==> config.mk <==
export PLATFORM = sky130hd
export DESIGN_NAME = page_dram_ctrl
export DESIGN_NICKNAME = d
export VERILOG_FILES = /design/src/rtl/page_dram_ctrl.sv
export SDC_FILE = /design/constraint.sdc
export NUM_CORES = 1
export LEC_CHECK = 0
export BUFFER_PORTS_ARGS = -buffer_cell sky130_fd_sc_hd__buf_2
export CORE_ASPECT_RATIO = 1.5
export CORE_MARGIN = 3
export CORE_UTILIZATION = 35
export CTS_CLUSTER_DIAMETER = 120
export DETAILED_ROUTE_END_ITERATION = 12
export HOLD_SLACK_MARGIN = 0.06
export PLACE_DENSITY_LB_ADDON = 0.3
export SLEW_MARGIN = 20
export SYNTH_ARGS = -nofsm -noshare
export SYNTH_HDL_FRONTEND = slang
export SYNTH_SLANG_ARGS = --single-unit
==> constraint.sdc <==
create_clock -name clk -period 4.2 [get_ports clk]
set_input_delay 1.26 -clock clk [delete_from_list [all_inputs] [get_ports clk]]
set_output_delay 1.26 -clock clk [all_outputs]
set_load 0.1 [all_outputs]
==> src/rtl/page_dram_ctrl.sv <==
`timescale 1ns/1ps
module page_dram_ctrl #(
  parameter int MA_W    = 9,
  parameter int DQ_W    = 4,
  parameter int CLK_NS  = 10,
  parameter int RAH_NS  = 8,
  parameter int RCD_NS  = 13,
  parameter int RAS_NS  = 45,
  parameter int RASP_NS = 100000,
  parameter int RP_NS   = 25,
  parameter int RC_NS   = 80,
  parameter int CAS_NS  = 15,
  parameter int CP_NS   = 10,
  parameter int PC_NS   = 30,
  parameter int CAC_NS  = 15,
  parameter int AA_NS   = 25,
  parameter int IDLE_NS = 200
) (
  input  logic              clk,
  input  logic              rst_n,
  input  logic              req_valid,
  output logic              req_ready,
  input  logic              req_write,
  input  logic [2*MA_W-1:0] req_addr,
  input  logic [DQ_W-1:0]   req_wdata,
  output logic              rsp_valid,
  output logic [DQ_W-1:0]   rsp_rdata,
  input  logic              ref_grant,
  output logic              ras_n,
  output logic              cas_n,
  output logic              we_n,
  output logic              oe_n,
  output logic [MA_W-1:0]   ma,
  output logic [DQ_W-1:0]   dq_out,
  output logic              dq_oe,
  input  logic [DQ_W-1:0]   dq_in
);

  function automatic int cyc(input int ns);
    int c;
    c = (ns + CLK_NS - 1) / CLK_NS;
    return (c < 1) ? 1 : c;
  endfunction

  function automatic int imax(input int a, input int b);
    return (a > b) ? a : b;
  endfunction

  localparam int AW     = 2 * MA_W;
  localparam int T_RAH  = cyc(RAH_NS);
  localparam int T_RCD  = imax(cyc(RCD_NS), T_RAH + 1);
  localparam int T_RAS  = cyc(RAS_NS);
  localparam int T_RP   = cyc(RP_NS);
  localparam int T_RC   = cyc(RC_NS);
  localparam int T_CP   = cyc(CP_NS);
  localparam int T_ACC  = imax(cyc(CAC_NS), cyc(AA_NS));
  localparam int T_COL  = imax(imax(cyc(CAS_NS), cyc(PC_NS) - T_CP), T_ACC);
  localparam int T_RASP = RASP_NS / CLK_NS;
  localparam int T_LIM  = T_RASP - (T_COL + T_CP + 2);
  localparam int T_IDLE = cyc(IDLE_NS);
  localparam int SA_MAX = T_RASP + T_RC;
  localparam int SA_W   = $clog2(SA_MAX + 1);
  localparam int CNT_MAX = T_IDLE + T_RCD + T_COL + T_CP + T_RP;
  localparam int CNT_W  = $clog2(CNT_MAX + 1);

  typedef enum logic [2:0] {S_IDLE, S_ACT, S_COL, S_CPRE, S_OPEN, S_PRE} st_t;

  st_t              st, st_nx;
  logic [CNT_W-1:0] cnt;
  logic [SA_W-1:0]  since_act;
  logic             pend, p_wr, cur_wr;
  logic [AW-1:0]    p_addr;
  logic [DQ_W-1:0]  p_data;
  logic [MA_W-1:0]  open_row;
  logic             go_act, go_col, go_pre, col_end;

  wire [MA_W-1:0] p_row = p_addr[AW-1:MA_W];
  wire [MA_W-1:0] p_col = p_addr[MA_W-1:0];
  wire hit        = pend && (p_row == open_row);
  wire act_ok     = int'(since_act) >= T_RC - 1;
  wire ras_min_ok = int'(since_act) >= T_RAS - 1;
  wire age_ok     = int'(since_act) < T_LIM;
  wire start_ok   = pend && !ref_grant && act_ok;
  wire can_col    = hit && !ref_grant && age_ok;
  wire close_want = ref_grant || pend || !age_ok || int'(cnt) >= T_IDLE - 1;

  assign req_ready = !pend && !ref_grant;
  wire accept = req_valid && req_ready;

  always_comb begin
    st_nx   = st;
    go_act  = 1'b0;
    go_col  = 1'b0;
    go_pre  = 1'b0;
    col_end = 1'b0;
    case (st)
      S_IDLE: go_act = start_ok;
      S_ACT:  go_col = int'(cnt) >= T_RCD - 1;
      S_COL:  col_end = int'(cnt) >= T_COL - 1;
      S_CPRE: if (int'(cnt) >= T_CP - 1) begin
                if (can_col) go_col = 1'b1;
                else st_nx = S_OPEN;
              end
      S_OPEN: if (can_col) go_col = 1'b1;
              else if (close_want && ras_min_ok) go_pre = 1'b1;
      S_PRE:  if (int'(cnt) >= T_RP - 1) begin
                if (start_ok) go_act = 1'b1;
                else st_nx = S_IDLE;
              end
      default: st_nx = S_IDLE;
    endcase
    if (go_act)  st_nx = S_ACT;
    if (go_col)  st_nx = S_COL;
    if (go_pre)  st_nx = S_PRE;
    if (col_end) st_nx = S_CPRE;
  end

  always_ff @(posedge clk) begin
    if (!rst_n) begin
      st        <= S_IDLE;
      cnt       <= '0;
      since_act <= SA_W'(SA_MAX);
      pend      <= 1'b0;
      p_wr      <= 1'b0;
      p_addr    <= '0;
      p_data    <= '0;
      cur_wr    <= 1'b0;
      open_row  <= '0;
      ras_n     <= 1'b1;
      cas_n     <= 1'b1;
      we_n      <= 1'b1;
      oe_n      <= 1'b1;
      ma        <= '0;
      dq_out    <= '0;
      dq_oe     <= 1'b0;
      rsp_valid <= 1'b0;
      rsp_rdata <= '0;
    end else begin
      st        <= st_nx;
      rsp_valid <= 1'b0;
      if (st_nx != st) cnt <= '0;
      else if (int'(cnt) < CNT_MAX) cnt <= cnt + 1'b1;

      if (go_act) since_act <= '0;
      else if (int'(since_act) < SA_MAX) since_act <= since_act + 1'b1;

      if (accept) begin
        pend   <= 1'b1;
        p_wr   <= req_write;
        p_addr <= req_addr;
        p_data <= req_wdata;
      end

      if (go_act) begin
        ras_n    <= 1'b0;
        ma       <= p_row;
        open_row <= p_row;
      end

      if (st == S_ACT && int'(cnt) + 1 >= T_RAH) ma <= p_col;

      if (go_col) begin
        cas_n  <= 1'b0;
        ma     <= p_col;
        we_n   <= !p_wr;
        oe_n   <= p_wr;
        dq_oe  <= p_wr;
        dq_out <= p_data;
        cur_wr <= p_wr;
        pend   <= 1'b0;
      end

      if (col_end) begin
        cas_n <= 1'b1;
        we_n  <= 1'b1;
        oe_n  <= 1'b1;
        dq_oe <= 1'b0;
        if (!cur_wr) begin
          rsp_valid <= 1'b1;
          rsp_rdata <= dq_in;
        end
      end

      if (go_pre) ras_n <= 1'b1;
    end
  end

  AST_CAS_IN_ROW: assert property (@(posedge clk) disable iff (!rst_n)
    !cas_n |-> !ras_n);
  AST_RAS_LIMIT: assert property (@(posedge clk) disable iff (!rst_n)
    !ras_n |-> int'(since_act) < T_RASP);
  AST_WE_STEADY: assert property (@(posedge clk) disable iff (!rst_n)
    (!cas_n && $past(!cas_n)) |-> $stable(we_n));
  AST_PRECHARGE: assert property (@(posedge clk) disable iff (!rst_n)
    $rose(ras_n) |=> ras_n);
  AST_RSP_PULSE: assert property (@(posedge clk) disable iff (!rst_n)
    rsp_valid |=> !rsp_valid);
  AST_NO_CONTENTION: assert property (@(posedge clk) disable iff (!rst_n)
    !oe_n |-> !dq_oe);
  AST_GRANT_NO_OPEN: assert property (@(posedge clk) disable iff (!rst_n)
    (ref_grant && $past(ref_grant) && ras_n) |=> ras_n);

endmodule

==> flow_summary.json <==
{
  "status": "complete, no violations",
  "layoutNonFillerInstCount": 618,
  "nNetsFinal": 509,
  "share_seq_of_total_power_pct": 34.4,
  "tightestPinTransition_ps": 833,
  "power.leakage_nw": 1.92,
  "cp_top_family": "buffers and inverters",
  "total_power_mw": 2.76,
  "finalClockSkew_ps": 7.74,
  "synthesized_netlist_cell_count": 427,
  "netSwitchingPower_mw": 1.13,
  "grt_max_degree": 50,
  "asyncSetResetFlopFracSynth_pct": 0,
  "power_density_nw_per_um2": 616,
  "avgViaCountPerCell": 4.91,
  "edff_count_synth": 0,
  "critPathMostFrequentCell": "buf_2",
  "achievable-frequency_mhz": 304,
  "floorplan.initialDensity_pct": 36.6,
  "synth_area_um2": 3770,
  "max-slew-margin-rel_pct": 44.4,
  "pwr-share-comb_pct": 35.1,
  "final_layout_size_suffix_gt1_share_pct": 18.0,
  "final_core_utilization_pct": 43.4,
  "setup_viol_count_final": 0,
  "cts-resized-gates": 0,
  "clock-sinks": 79,
  "routedWlPerCell_um": 12.9,
  "hpwlAfterDp_mm": 5.87,
  "worst-endpoint-required_ps": 2940,
  "slew_viol_final": 0,
  "drcViolationCount": 0,
  "area_delta_synth_final_pct": 18.6,
  "cts.path.max_buffers": 2,
  "whs_ps": 466,
  "die_h_um": 133,
  "placement.io_buffers": 54,
  "clock_power_share_pct": 30.5,
  "dieArea_um2": 12100,
  "cts.htree.levels": 3,
  "hold_violations": 0,
  "yosysSeqAreaShare_pct": 41.9,
  "min_period_over_period_pct": 78.3,
  "routed-via-count": 3035,
  "dieWidth_um": 90.8,
  "overflow": 0,
  "synth.net_count": 464,
  "grt_antenna_before_repair": 1,
  "postRouteWirelength_mm": 7.95,
  "path_class": "input pin to output pin",
  "finalCriticalPeriod_ps": 3290,
  "p_sw_share_pct": 41.0,
  "gpl.final_weighted_congestion": 0.880,
  "cts.hold.buffers_added": 0,
  "grtUsageTotal_pct": 13.8,
  "tritoncts_clock_tree": "built",
  "timing.critical_path.cells": "buf_2, nor2_1, buf_2",
  "vdd.ir_drop.worst_mv": 0.463,
  "number_of_global_route_vias_before_repair": 2870,
  "grt_pass1_wl_mm": 13.6,
  "synthesis.area_per_instance_um2": 8.84,
  "place.detailed.instances": 602,
  "timing.hold.worst.class": "register to register",
  "ys_dominant_reg_cell": "dfxtp_1",
  "cp.buffers_inverters": 2,
  "worstPathArrival_ps": 2030,
  "ys_seq_elements": 79,
  "critPathMaxStageDelay_ps": 470,
  "drt_pre_antenna_iters": 5,
  "cellInternalPower_mw": 1.63,
  "yosys_warnings": 0,
  "cts_made_buffers": 9,
  "cts_setup_buffers": 0,
  "std_cell_rows": 45,
  "setup_tns_ps": 0,
  "clock_slew_at_reported_path_ffs_ps": 60,
  "critPathLaunchType": "input pin",
  "clock_root_buffer_master": "clkbuf_16",
  "critical_path.endpoint_type": "output pin",
  "clock_latency_late_sink_ps": 330,
  "drt_first_iter_violations": 145,
  "drv.max_cap_violation_count": 0,
  "antenna-diode-count": 0,
  "yosysUniqueCellTypes": 51,
  "timing.critical_path.fanout_max": 4,
  "io-pin-count": 55,
  "cpMaxStageDelayCell": "buf_2",
  "rsz0062_at_grt": "false",
  "drtAntennaViolNets": 0,
  "core_area_um2": 10300
}
[stage by stage]
| stage | setup slack [ps] | instance area [um2] |
|---|---|---|
| floorplan | 360 | 3770 |
| global placement | 738 | 4150 |
| detailed placement | 629 | 4150 |
| CTS | 905 | 4480 |
| global route | 748 | 4480 |
| finish | 910 | 4480 |
[final timing paths]
kind / from / to / slack [ps] / cells after the start
hold reg to reg: p_addr[3] / p_addr[3] / 470 / 2
hold / removal: p_addr[3] / p_addr[3] / 470 / 2
setup reg to reg: cnt[1] / ma[4] / 1150 / 8
setup / recovery: ref_grant / req_ready / 910 / 3
[registers in the layout, summed over array words and instances, names as in the netlist]
| name | flops |
|---|---|
| p_addr | 18 |
| since_act | 14 |
| ma | 9 |
| open_row | 9 |
| cnt | 5 |
| dq_out | 4 |
| p_data | 4 |
| rsp_rdata | 4 |
| st | 3 |
| cas_n | 1 |
| cur_wr | 1 |
| dq_oe | 1 |
| oe_n | 1 |
| p_wr | 1 |
| pend | 1 |
| ras_n | 1 |
| rsp_valid | 1 |
| we_n | 1 |
[synthesized netlist by cell type, drive strengths merged, types with 5 or more instances]
cell type | instances | area (um2)
dfxtp | 79 | 1580
nand2 | 74 | 278
mux2i | 29 | 290
a21boi | 24 | 184
nor2 | 24 | 90.1
nor2b | 20 | 125
xor2 | 16 | 148
clkbuf | 15 | 56.3
o21ai | 13 | 65.1
a21oi | 12 | 63.8
nand3 | 11 | 67.6
inv | 10 | 37.5
o211a | 10 | 100
nor3 | 9 | 45.0
or3 | 8 | 56.3
nor4 | 7 | 43.8
buf | 6 | 38.8
ha | 6 | 75.1
nand2b | 6 | 37.5
o211ai | 5 | 37.5
o21a | 5 | 37.5
[layout by cell type, fill, tap and decap left out, types with 2 or more instances in the layout]
cell,count
buf_2,54
nand4_1,4
a21boi_0,23
dfxtp_1,79
xor2_1,15
and3_1,3
o2111ai_1,2
ha_1,6
inv_1,10
clkinv_4,2
nand2_1,74
nand2b_1,6
a21oi_1,11
mux2i_1,29
and2_1,4
nor3_1,8
or2b_2,2
nor2_1,24
a211o_1,2
nor2b_1,20
o211a_1,10
xnor2_1,4
a21o_1,2
o21ai_0,13
o31a_1,2
bufinv_16,2
or3_1,6
inv_6,2
nor4_1,7
o21a_1,5
clkbuf_16,9
nand3_1,10
o211ai_1,5
[cell families (layout without fill, tap and decap cells)]
group / Yosys count / in the layout / synth area share, %
simple gates: 177 / 177 / 23.1
compound gates: 84 / 84 / 16.7
flops: 79 / 79 / 41.9
buf+inv: 32 / 82 / 3.75
mux: 29 / 29 / 7.69
xor+xnor: 20 / 20 / 4.84
fa+ha+maj: 6 / 6 / 1.99
[layout make-up]
| class | count | area, um2 |
|---|---|---|
| well taps | 141 | 176 |
| flip-flops and latches | 79 | 1580 |
| multi-input cells | 316 | 2060 |
| fillers | 1016 | 5830 |
| inverters | 10 | 37.5 |
| clock buffers | 9 | 225 |
| clock inverters | 7 | 103 |
| repair buffers | 56 | 298 |
[routing by layer]
metal	vias to the layer above	wire [um]	GRT usage, %	share of wire (%)
met4	2	153	6.63	1.9
met5	-	7	0	0.088
met1	1389	3340	16.1	42
li1	1568	-	-	-
met2	64	4060	23.9	51
met3	12	383	3.11	4.8
[worst reg2reg max path: cells and delay by family (launching register included)]
kind	cells	cell delay, ps
compound gates	3	1410
simple gates	3	640
flops	1	540
fa+ha+maj	1	210
buf+inv	1	160
[power groups by stage]
| stage | Clock (mW) | Sequential [mW] | Combinational [mW] |
|---|---|---|---|
| global placement | 0 | 0.961 | 0.962 |
| detailed placement | 0 | 0.963 | 0.975 |
| finish | 0.841 | 0.947 | 0.969 |
| CTS | 0.871 | 0.948 | 0.977 |
| floorplan | 0 | 1.36 | 0.416 |
| global route | 0.893 | 0.964 | 1.05 |
No activity file was read; power rests on OpenSTA's default activity.
